$ cat src/rtl/decim_pkg.sv
package decim_pkg;

    localparam int CIC_ORDER   = 3;
    localparam int LOG2R_MAX   = 3;
    localparam int SETTLE_MULT = 24;

    typedef enum logic {
        TRK_FILL    = 1'b0,
        TRK_SETTLED = 1'b1
    } trk_state_t;

    typedef enum logic {
        HB_WAIT_EVEN = 1'b0,
        HB_WAIT_ODD  = 1'b1
    } hb_phase_t;

    function automatic logic [1:0] code_to_log2(input logic [1:0] code);
        case (code)
            2'd0:    return 2'd1;
            2'd1:    return 2'd2;
            default: return 2'd3;
        endcase
    endfunction

endpackage

$ cat src/rtl/sinc3_decim.sv
module sinc3_decim
    import decim_pkg::*;
#(
    parameter  int IN_W   = 16,
    parameter  int L2_MAX = LOG2R_MAX,
    localparam int ACC_W  = IN_W + CIC_ORDER * L2_MAX
) (
    input  logic                    clk,
    input  logic                    rst_n,
    input  logic [1:0]              log2r,
    input  logic signed [IN_W-1:0]  din,
    output logic signed [ACC_W-1:0] dout,
    output logic                    dvalid
);

    logic signed [ACC_W-1:0] integ [CIC_ORDER];
    logic signed [ACC_W-1:0] dly   [CIC_ORDER];
    logic signed [ACC_W-1:0] diff  [CIC_ORDER+1];
    logic [L2_MAX-1:0]       phase;
    logic [L2_MAX-1:0]       last_phase;
    logic [3:0]              up_sh;
    logic                    tick;

    assign last_phase = L2_MAX'((1 << log2r) - 1);
    assign tick       = (phase == last_phase);
    assign up_sh      = 4'(CIC_ORDER * (L2_MAX - int'(log2r)));

    // integrators: modular, pipelined
    always_ff @(posedge clk or negedge rst_n) begin
        if (!rst_n) begin
            for (int k = 0; k < CIC_ORDER; k++) integ[k] <= '0;
        end else begin
            integ[0] <= integ[0] + ACC_W'(din);
            for (int k = 1; k < CIC_ORDER; k++) integ[k] <= integ[k] + integ[k-1];
        end
    end

    always_comb begin
        diff[0] = integ[CIC_ORDER-1];
        for (int k = 0; k < CIC_ORDER; k++) diff[k+1] = diff[k] - dly[k];
    end

    always_ff @(posedge clk or negedge rst_n) begin
        if (!rst_n) begin
            phase <= '0;
        end else if (tick) begin
            phase <= '0;
        end else begin
            phase <= phase + 1'b1;
        end
    end

    always_ff @(posedge clk or negedge rst_n) begin
        if (!rst_n) begin
            for (int k = 0; k < CIC_ORDER; k++) dly[k] <= '0;
            dout   <= '0;
            dvalid <= 1'b0;
        end else begin
            dvalid <= tick;
            if (tick) begin
                for (int k = 0; k < CIC_ORDER; k++) dly[k] <= diff[k];
                dout <= diff[CIC_ORDER] <<< up_sh;
            end
        end
    end

    AST_CIC_PULSE: assert property (@(posedge clk) disable iff (!rst_n)
        dvalid |=> !dvalid) else $error("sinc strobe longer than one cycle");

endmodule

$ cat src/rtl/hb_dec2.sv
module hb_dec2
    import decim_pkg::*;
#(
    parameter  int W  = 25,
    localparam int OW = W + 1,
    localparam int AW = W + 6,
    localparam int NT = 7
) (
    input  logic                 clk,
    input  logic                 rst_n,
    input  logic signed [W-1:0]  din,
    input  logic                 din_valid,
    output logic signed [OW-1:0] dout,
    output logic                 dvalid
);

    localparam logic signed [AW-1:0] K_CTR  = AW'(16);
    localparam logic signed [AW-1:0] K_NEAR = AW'(9);
    localparam logic signed [AW-1:0] K_HALF = AW'(16);

    logic signed [W-1:0]  tap [NT];
    hb_phase_t            ph_q, ph_d;
    logic                 fire;
    logic signed [AW-1:0] acc;
    logic signed [AW-1:0] rnd;

    // phase state register
    always_ff @(posedge clk or negedge rst_n) begin
        if (!rst_n) ph_q <= HB_WAIT_EVEN;
        else        ph_q <= ph_d;
    end

    always_comb begin
        ph_d = ph_q;
        if (din_valid) begin
            unique case (ph_q)
                HB_WAIT_EVEN: ph_d = HB_WAIT_ODD;
                HB_WAIT_ODD:  ph_d = HB_WAIT_EVEN;
            endcase
        end
    end

    // symmetric kernel, zero taps skipped
    always_comb begin
        acc = K_CTR * AW'(tap[3])
            + K_NEAR * (AW'(tap[2]) + AW'(tap[4]))
            - (AW'(tap[0]) + AW'(tap[6]));
        rnd = (acc + K_HALF) >>> 5;
    end

    // outputs and delay line
    always_ff @(posedge clk or negedge rst_n) begin
        if (!rst_n) begin
            for (int k = 0; k < NT; k++) tap[k] <= '0;
            fire   <= 1'b0;
            dout   <= '0;
            dvalid <= 1'b0;
        end else begin
            fire   <= din_valid && (ph_q == HB_WAIT_ODD);
            dvalid <= fire;
            if (fire) dout <= OW'(rnd);
            if (din_valid) begin
                tap[0] <= din;
                for (int k = 1; k < NT; k++) tap[k] <= tap[k-1];
            end
        end
    end

    AST_HB_FROM_INPUT: assert property (@(posedge clk) disable iff (!rst_n)
        dvalid |-> $past(din_valid, 2)) else $error("half-band output without input");
    AST_HB_PULSE: assert property (@(posedge clk) disable iff (!rst_n)
        dvalid |=> !dvalid) else $error("half-band strobe longer than one cycle");

endmodule

$ cat src/rtl/round_sat.sv
module round_sat #(
    parameter int IN_W  = 27,
    parameter int OUT_W = 24,
    parameter int DROP  = 1
) (
    input  logic                    clk,
    input  logic                    rst_n,
    input  logic signed [IN_W-1:0]  din,
    input  logic                    din_valid,
    output logic signed [OUT_W-1:0] dout,
    output logic                    dvalid
);

    localparam logic signed [IN_W-1:0] POS_LIM =
        {{(IN_W-OUT_W+1){1'b0}}, {(OUT_W-1){1'b1}}};
    localparam logic signed [IN_W-1:0] NEG_LIM =
        {{(IN_W-OUT_W+1){1'b1}}, {(OUT_W-1){1'b0}}};
    localparam logic signed [OUT_W-1:0] POS_OUT = {1'b0, {(OUT_W-1){1'b1}}};
    localparam logic signed [OUT_W-1:0] NEG_OUT = {1'b1, {(OUT_W-1){1'b0}}};

    logic signed [IN_W-1:0]  rounded;
    logic signed [OUT_W-1:0] clamped;

    generate
        if (DROP > 0) begin : g_round
            assign rounded = (din + (IN_W'(1) <<< (DROP - 1))) >>> DROP;
        end else begin : g_pass
            assign rounded = din;
        end
    endgenerate

    always_comb begin
        if (rounded > POS_LIM)      clamped = POS_OUT;
        else if (rounded < NEG_LIM) clamped = NEG_OUT;
        else                        clamped = OUT_W'(rounded);
    end

    always_ff @(posedge clk or negedge rst_n) begin
        if (!rst_n) begin
            dout   <= '0;
            dvalid <= 1'b0;
        end else begin
            dvalid <= din_valid;
            if (din_valid) dout <= clamped;
        end
    end

    AST_SAT_HIGH: assert property (@(posedge clk) disable iff (!rst_n)
        (din_valid && (rounded > POS_LIM)) |=> (dout == POS_OUT)) else $error("no clamp high");
    AST_SAT_LOW: assert property (@(posedge clk) disable iff (!rst_n)
        (din_valid && (rounded < NEG_LIM)) |=> (dout == NEG_OUT)) else $error("no clamp low");

endmodule

$ cat src/rtl/settle_track.sv
module settle_track
    import decim_pkg::*;
#(
    parameter  int MULT   = SETTLE_MULT,
    parameter  int L2_MAX = LOG2R_MAX,
    localparam int CNT_W  = $clog2((MULT << L2_MAX) + 1)
) (
    input  logic       clk,
    input  logic       rst_n,
    input  logic [1:0] log2r,
    output logic       settled
);

    trk_state_t       state_q, state_d;
    logic [CNT_W-1:0] cnt_q;
    logic [CNT_W-1:0] limit;

    assign limit = CNT_W'(MULT << log2r);

    always_ff @(posedge clk or negedge rst_n) begin
        if (!rst_n) begin
            state_q <= TRK_FILL;
            cnt_q   <= '0;
        end else begin
            state_q <= state_d;
            if (state_q == TRK_FILL) cnt_q <= cnt_q + 1'b1;
        end
    end

    always_comb begin
        state_d = state_q;
        unique case (state_q)
            TRK_FILL:    if (cnt_q == limit - 1'b1) state_d = TRK_SETTLED;
            TRK_SETTLED: state_d = TRK_SETTLED;
        endcase
    end

    always_comb settled = (state_q == TRK_SETTLED);

    AST_SETTLE_STICKY: assert property (@(posedge clk) disable iff (!rst_n)
        settled |=> settled) else $error("settled dropped");

endmodule

$ cat src/rtl/decim_chain.sv
module decim_chain
    import decim_pkg::*;
#(
    parameter int IN_W  = 16,
    parameter int OUT_W = 24
) (
    input  logic             clk,
    input  logic             rst_n,
    input  logic [1:0]       rate_sel,
    input  logic [IN_W-1:0]  sample_in,
    output logic [OUT_W-1:0] result,
    output logic             result_valid,
    output logic             settled
);

    localparam int CIC_W = IN_W + CIC_ORDER * LOG2R_MAX;
    localparam int HB1_W = CIC_W + 1;
    localparam int HB2_W = HB1_W + 1;
    localparam int DROP  = CIC_W - OUT_W;

    logic [1:0]               log2r;
    logic signed [CIC_W-1:0]  cic_q;
    logic                     cic_v;
    logic signed [HB1_W-1:0]  hb1_q;
    logic                     hb1_v;
    logic signed [HB2_W-1:0]  hb2_q;
    logic                     hb2_v;
    logic signed [OUT_W-1:0]  out_q;

    assign log2r = code_to_log2(rate_sel);

    sinc3_decim #(.IN_W(IN_W), .L2_MAX(LOG2R_MAX)) u_sinc (
        .clk(clk), .rst_n(rst_n), .log2r(log2r), .din($signed(sample_in)),
        .dout(cic_q), .dvalid(cic_v)
    );

    hb_dec2 #(.W(CIC_W)) u_hb1 (
        .clk(clk), .rst_n(rst_n), .din(cic_q), .din_valid(cic_v),
        .dout(hb1_q), .dvalid(hb1_v)
    );

    hb_dec2 #(.W(HB1_W)) u_hb2 (
        .clk(clk), .rst_n(rst_n), .din(hb1_q), .din_valid(hb1_v),
        .dout(hb2_q), .dvalid(hb2_v)
    );

    round_sat #(.IN_W(HB2_W), .OUT_W(OUT_W), .DROP(DROP)) u_out (
        .clk(clk), .rst_n(rst_n), .din(hb2_q), .din_valid(hb2_v),
        .dout(out_q), .dvalid(result_valid)
    );

    settle_track #(.MULT(SETTLE_MULT), .L2_MAX(LOG2R_MAX)) u_trk (
        .clk(clk), .rst_n(rst_n), .log2r(log2r), .settled(settled)
    );

    assign result = out_q;

    AST_RESULT_PULSE: assert property (@(posedge clk) disable iff (!rst_n)
        result_valid |=> !result_valid) else $error("result strobe too long");

endmodule

$ cat config.mk
export PLATFORM = sky130hd
export DESIGN_NAME = decim_chain
export DESIGN_NICKNAME = d
export VERILOG_FILES = /design/src/rtl/decim_pkg.sv /design/src/rtl/sinc3_decim.sv /design/src/rtl/hb_dec2.sv /design/src/rtl/round_sat.sv /design/src/rtl/settle_track.sv /design/src/rtl/decim_chain.sv
export SDC_FILE = /design/constraint.sdc
export NUM_CORES = 2
export LEC_CHECK = 0
export ABC_AREA = 1
export CAP_MARGIN = 20
export CORE_ASPECT_RATIO = 0.75
export CORE_MARGIN = 4
export CORE_UTILIZATION = 35
export CTS_CLUSTER_DIAMETER = 60
export DETAILED_ROUTE_END_ITERATION = 16
export PLACE_DENSITY = 0.59
export SLEW_MARGIN = 20
export SYNTH_ARGS = -nofsm -noshare
export SYNTH_HDL_FRONTEND = slang
export SYNTH_SLANG_ARGS = --single-unit
$ cat constraint.sdc
create_clock -name clk -period 12.6 [get_ports clk]
set_input_delay 1.26 -clock clk [delete_from_list [all_inputs] [get_ports clk]]
set_output_delay 1.26 -clock clk [all_outputs]
set_load 0.01 [all_outputs]
# --- Yosys cells after proc, flatten, opt, wreduce, memory -nomap -nowiden ---
# Index checks and enable logic that the tools add are counted.
classes:
  addsub: 22
  n_mul: 3
  magnitude_cmp: 2
  eq_ne: 3
  n_shift: 3
  muxes: 8
  bitwise: 3
  reduce_logical: 3
op_table:
  columns: ["op", "count"]
  rows:
  - ["25-bit subtractor", 3]
  - ["26-bit by 26-bit adder with 27-bit output", 2]
  - ["25-bit by 25-bit adder with 26-bit output", 2]
  - ["25-bit adder", 2]
  - ["24-bit two-way mux", 2]
  - ["30-bit by 32-bit adder with 32-bit output", 1]
  - ["32-bit by 6-bit adder with 32-bit output (second input constant)", 1]
  - ["3-bit by 32-bit multiplier with 4-bit output (first input constant)", 1]
  - ["5-bit by 32-bit multiplier with 32-bit output (first input constant)", 1]
  - ["32-bit subtractor", 1]
  - ["29-bit by 31-bit adder with 31-bit output", 1]
  - ["31-bit by 6-bit adder with 31-bit output (second input constant)", 1]
  - ["5-bit by 31-bit multiplier with 31-bit output (first input constant)", 1]
  - ["31-bit subtractor", 1]
  - ["27-bit by 2-bit adder with 27-bit output (second input constant)", 1]
  - ["26-bit by 24-bit greater-than comparator with 1-bit output (second input constant)", 1]
  - ["26-bit by 24-bit less-than comparator with 1-bit output (second input constant)", 1]
  - ["25-bit by 16-bit adder with 25-bit output", 1]
  - ["25-bit by 4-bit <<< shifter with 25-bit output", 1]
  - ["8-bit by 1-bit adder with 8-bit output (second input constant)", 1]
  - ["8-bit == test", 1]
  - ["5-bit by 2-bit << shifter with 8-bit output (first input constant)", 1]
  - ["8-bit by 1-bit subtractor with 8-bit output (second input constant)", 1]
  - ["1-bit case mux with 2 select lines", 3]
  - ["other kinds (12)", 15]
word_totals:
  regBits: 629
  inputBits: 20
  word_cells: 82

# --- Longest topological paths before layout ---
depth:
  ltp_word: 7
  ltp_mapped: 36

# --- By module ---
# From an unflattened synthesis, not the netlist that was laid out.
unflattened:
  cells_unflattened: 5980
  area_unflattened_um2: 45791.4
modules_own_cells:
  columns: ["mod", "instances", "cells_each", "area_per_inst_um2", "seq_area_each_um2"]
  rows:
  - ["hb_dec2 at u_hb2", 1, 1949, 15169.5, 5305.1]
  - ["hb_dec2 at u_hb1", 1, 1887, 14581.5, 5104.9]
  - ["sinc3_decim", 1, 1804, 13720.7, 4479.3]
  - ["round_sat", 1, 275, 1809.2, 625.6]
  - ["settle_track", 1, 61, 495.5, 225.2]
  - ["decim_chain", 1, 4, 15.0, 0.0]

# --- Worst setup path before layout ---
# No wires, ideal clock.
synth_timing:
  path_type: "register to register"
  startpoint: "register u_hb1.tap[150] (netlist name)"
  endpoint: "register u_hb1.dout[25]"
  setup_ps: 118
  arrival_ps: 5297
  t_required_ps: 12482
  path_slack_ps: 7185
  path_stages_with_launch: 31
  path_buffers: 0
  period_less_slack_ps: 5415
  path_cell_list: "dfrtp_1 ha_1 inv_1 fa_1 nand3b_1 nor2_1 nor2_1 o21ai_1 a21oi_1 o21ai_0 a21boi_1 o21bai_1 xor2_1 ha_1 inv_1 fa_1 inv_1 fa_1 ha_1 ha_1 nand2_1 nor2_1 a221oi_1 nand3_1 nand2_1 nand2_1 nand2_1 nand2_1 or2_2 nand3_1 nand2_1"
synth_between:
  elab_chain_len: 3
synth_rtl:
  columns: ["item", "line_no", "text"]
  rows:
  - ["start: declaration", "hb_dec2.sv:21", "logic signed [W-1:0] tap [NT];"]
  - ["25-bit by 25-bit adder with 26-bit output", "hb_dec2.sv:47", "- (AW'(tap[0]) + AW'(tap[6]));"]
  - ["31-bit subtractor", "hb_dec2.sv:47", null]
  - ["31-bit by 6-bit adder with 31-bit output", "hb_dec2.sv:48", "rnd = (acc + K_HALF) >>> 5;"]
  - ["end signal: assignment", "hb_dec2.sv:61", "if (fire) dout <= OW'(rnd);"]
  - ["end: declaration", "hb_dec2.sv:13", "output logic signed [OW-1:0] dout,"]
# No other way between the ends.
# A chain may end at the register's enable or synchronous reset.

# --- Final worst setup path ---
layout_timing:
  startpoint: "register u_hb1.tap[150] (netlist name)"
  endpoint: "register u_hb1.dout[16]"
# Same word-level chain as after synthesis.

==> metrics.log <==
[metrics] outcome: complete, no violations
[metrics] Met2 Wirelength: about 38,000 um
[metrics] post-route worst setup slack: 6380 ps
[metrics] number of antenna violations at the first check in global routing: 0
[metrics] met3 wire length: 4030 um
[metrics] setup repair after global routing missed its margin: no
[metrics] leading cell types by total area after synthesis: sky130_fd_sc_hd__dfrtp_1 37%, sky130_fd_sc_hd__ha_1 12%, sky130_fd_sc_hd__nand2_1 8.2%, sky130_fd_sc_hd__inv_1 6.5%, sky130_fd_sc_hd__a21oi_1 5.9%
[metrics] slew of the pin with the lowest slew margin: 1050 ps
[metrics] wire length after detailed routing: between 90,000 and 100,000 um
[metrics] final-stage net count: 5,683
[metrics] die extent in x: slightly above 400 um
[metrics] final core utilization: 39.1%
[metrics] sinks on the clock net: 629
[metrics] later-pin clock latency in the skew report: 650 ps
[metrics] post-synth cell types: 54
[metrics] global-route usage over all layers: approximately 15%
[metrics] remaining antenna violation count: 0
[metrics] largest stage delay on the critical path: 500 ps
[metrics] ant diodes: 0
[metrics] wl on met1: 51,400 um
[metrics] area share of the leading cell type in the synthesized netlist: 37.1%
[metrics] DRC violation count after routing: 0
[metrics] first-pass GRT wire length: 161,000 um
[metrics] count of final hold-check violations: 0
[metrics] category of the critical setup timing path: register to register
[metrics] CP Data Arrival Time: 6740 ps
[metrics] Final min period: 6220 ps
[metrics] largest area contributor in the synthesized netlist: sky130_fd_sc_hd__dfrtp_1
[metrics] pre-CTS WS: 6470 ps
[metrics] # Max-Cap Violations: 0
[metrics] CP Launch Type: register
[metrics] count of boundary I/O pins: 46
[metrics] endpoint kind of the worst setup timing path: register
[metrics] commonest register cell after synthesis: sky130_fd_sc_hd__dfrtp_1
[metrics] num rows: 110
[metrics] cell at the slowest stage of the critical path: sky130_fd_sc_hd__fa_1
[metrics] layout cells sized above 1: ~4.5%
[metrics] maximum number of pins on one net before global-route repair: 264
[metrics] CP Buf/Inv Count: 4
[metrics] Slew Limit Fails: 0
[metrics] Core Area: 120,000 um2
[metrics] net count after synthesis: 5,680
[metrics] number of CTS-inserted buffers: 71
[metrics] clock-pin slew reported for the worst setup and hold paths after clock tree synthesis: 60 ps
[metrics] total of hold buffers inserted after clock tree synthesis: 0
[metrics] buffer depth of the longest clock path: 3
[metrics] total negative slack for setup checks: 0 ps
[metrics] standard cell area after detailed placement: 44,500 um2
[metrics] starting density of the core: 35.3%
[metrics] number of port buffers: 45
[metrics] portion of the clock cycle consumed by the worst path in the final layout: a little under 50%
[metrics] uppermost metal layer occupied by signal nets: met4
[metrics] die outline area: 127,000 um2
[metrics] Critical Path RT: 13,120 ps
[metrics] synthesized area: 42,400 um2
[metrics] sequential fraction of the synthesis area: 37.1%
[metrics] highest fanout seen on the critical path: 4
[metrics] max-slew headroom at the worst pin: 30.0%
[metrics] Via density: 4.79
[metrics] post-route cell area: 47,000 um2
[metrics] setup violators final: 0
[metrics] Highest Clock Rate: between 0.15 and 0.2 GHz
[metrics] setup bufs post-CTS: 0
[metrics] Post-DP HPWL: just over 70,000 um
[metrics] cell count after synthesis: 5,124
[metrics] root buffer cell: sky130_fd_sc_hd__clkbuf_16
[metrics] number of storage elements in the synthesis netlist: 629
[metrics] min-delay worst type: register to register
[metrics] average wire per cell in the routed design: 14.0 um
[metrics] total global routing overflow: 0
[metrics] GP Congestion: 0.876
[metrics] Iter 0 DRT Violations: 2,185
[metrics] Async S/R FF share, synth: between 90% and 100%
[metrics] Avg Inst Size Synth: approximately 8.3 um2
[metrics] die height: 310 um
[metrics] H-tree levels: 3
[metrics] CTS tree: yes
[metrics] routed via count: 32,600
[metrics] top cell family by delay on the critical path: adder cells
[metrics] EDFF count, synth: 0
[metrics] Synth-to-Final Area Change: 10.7%
[metrics] filler cell count: 12,300
[metrics] post-CTS resize count: 0
[metrics] via count of the first global-routing pass: 31,100
[metrics] DR pass1 iterations: 6
[metrics] final setup skew: 26.5 ps
[metrics] Yosys warning count: 0
[cell type report]
type / count / area [um2] / area share, %
Sequential cell: 629 / 15700 / 33.5
Inverter: 734 / 2760 / 5.87
Tap cell: 1624 / 2030 / 4.33
Clock buffer: 101 / 2050 / 4.36
Timing Repair Buffer: 59 / 626 / 1.33
Multi-Input combinational cell: 3632 / 23400 / 49.9
Clock inverter: 23 / 337 / 0.716
[layout by cell type (no fill, tap or decap), types with 6 or more instances in the layout]
master and instances:
sky130_fd_sc_hd__inv_1 729, sky130_fd_sc_hd__clkbuf_16 71, sky130_fd_sc_hd__nand3b_1 10, sky130_fd_sc_hd__o21ai_0 432, sky130_fd_sc_hd__clkdlybuf4s50_1 44, sky130_fd_sc_hd__nand2_1 923, sky130_fd_sc_hd__a31oi_1 26, sky130_fd_sc_hd__a21oi_1 502
sky130_fd_sc_hd__or2_2 24, sky130_fd_sc_hd__xor2_1 178, sky130_fd_sc_hd__nor3_1 49, sky130_fd_sc_hd__o21a_1 16, sky130_fd_sc_hd__clkbuf_1 14, sky130_fd_sc_hd__a31o_2 6, sky130_fd_sc_hd__dfrtp_1 627, sky130_fd_sc_hd__o211ai_1 8
sky130_fd_sc_hd__a21o_1 26, sky130_fd_sc_hd__o221ai_1 9, sky130_fd_sc_hd__a21boi_1 6, sky130_fd_sc_hd__a21boi_0 9, sky130_fd_sc_hd__o21ai_2 7, sky130_fd_sc_hd__mux2_2 46, sky130_fd_sc_hd__nand4_1 22, sky130_fd_sc_hd__fa_1 116
sky130_fd_sc_hd__bufinv_16 6, sky130_fd_sc_hd__buf_4 9, sky130_fd_sc_hd__o21ai_1 17, sky130_fd_sc_hd__a211oi_1 10, sky130_fd_sc_hd__nand3_1 224, sky130_fd_sc_hd__xnor2_1 99, sky130_fd_sc_hd__ha_1 420, sky130_fd_sc_hd__nor4_1 15
sky130_fd_sc_hd__clkbuf_8 16, sky130_fd_sc_hd__nor2_1 360, sky130_fd_sc_hd__o21bai_1 30
[layer usage]
metal	global-route usage (%)	up-vias
li1	-	16800
met2	21.6	514
met1	24.0	15100
met4	2.80	0
met5	0	-
met3	2.48	106
[logic make-up after synthesis]
logic type,synth area share (%)
xor+xnor,5.72
fa+ha+maj,17.9
mux,1.22
flops,37.1
simple gates,16.1
compound gates,14.3
buf+inv,7.71
[per-stage QoR]
stage | cells | hold WS, ps
2_1_floorplan | 5124 | 352
3_3_place_gp | 6676 | 464
3_5_place_dp | 6676 | 465
4_1_cts | 6800 | 477
5_1_grt | 6802 | 501
6_report | 6802 | 477
[worst min-delay path, stage by stage, from the launching register on]
cell	delay, ps
sky130_fd_sc_hd__dfrtp_1	340
sky130_fd_sc_hd__nand2_1	50
sky130_fd_sc_hd__o21ai_0	60
[registers in the layout (all words and copies together) (netlist names), 3 cells and up]
signal	cells
u_hb1.dout	26
u_hb1.tap	175
u_hb2.dout	27
u_hb2.tap	182
u_out.dout	24
u_sinc.diff	25
u_sinc.dly	75
u_sinc.dout	25
u_sinc.integ	50
u_sinc.phase	3
u_trk.cnt_q	8
[cells in the mapped netlist (6+ instances only)]
master and n:
sky130_fd_sc_hd__nor4_1 15, sky130_fd_sc_hd__buf_1 11, sky130_fd_sc_hd__dfrtp_1 629, sky130_fd_sc_hd__clkbuf_1 112
sky130_fd_sc_hd__ha_1 420, sky130_fd_sc_hd__o21a_1 16, sky130_fd_sc_hd__xnor2_1 99, sky130_fd_sc_hd__o21ai_1 17
sky130_fd_sc_hd__a211oi_1 10, sky130_fd_sc_hd__o211ai_1 8, sky130_fd_sc_hd__a31oi_1 26, sky130_fd_sc_hd__nor3_1 49
sky130_fd_sc_hd__inv_1 730, sky130_fd_sc_hd__a21oi_1 502, sky130_fd_sc_hd__a21boi_1 6, sky130_fd_sc_hd__or2_2 24
sky130_fd_sc_hd__nand2_1 923, sky130_fd_sc_hd__a21boi_0 9, sky130_fd_sc_hd__nand3b_1 10, sky130_fd_sc_hd__mux2_2 46
sky130_fd_sc_hd__nand4_1 22, sky130_fd_sc_hd__o21bai_1 30, sky130_fd_sc_hd__o221ai_1 9, sky130_fd_sc_hd__nor2_1 361
sky130_fd_sc_hd__o21ai_2 7, sky130_fd_sc_hd__o21ai_0 432, sky130_fd_sc_hd__a31o_2 6, sky130_fd_sc_hd__xor2_1 178
sky130_fd_sc_hd__a21o_1 26, sky130_fd_sc_hd__nand3_1 224, sky130_fd_sc_hd__fa_1 116
[path summary, 6_finish.rpt]
kind | startpoint | endpoint | slack, ps | cells after the start
max | u_hb1.tap[150]$_DFFE_PN0P_ | u_hb1.dout[16]$_DFFE_PN0P_ | 6380 | 28
min | u_hb1.tap[141]$_DFFE_PN0P_ | u_hb1.tap[116]$_DFFE_PN0P_ | 480 | 2
max reg2reg | u_hb1.tap[150]$_DFFE_PN0P_ | u_hb1.dout[16]$_DFFE_PN0P_ | 6380 | 28
min reg2reg | u_hb1.tap[141]$_DFFE_PN0P_ | u_hb1.tap[116]$_DFFE_PN0P_ | 480 | 2
max in group asynchronous | rst_n | u_sinc.dly[54]$_DFFE_PN0P_ | 9620 | 4
min in group asynchronous | rst_n | u_out.dvalid$_DFF_PN0_ | 660 | 1
Power is not shown: default switching activity piles up to over one toggle a cycle in this logic, so the estimate is an artifact.
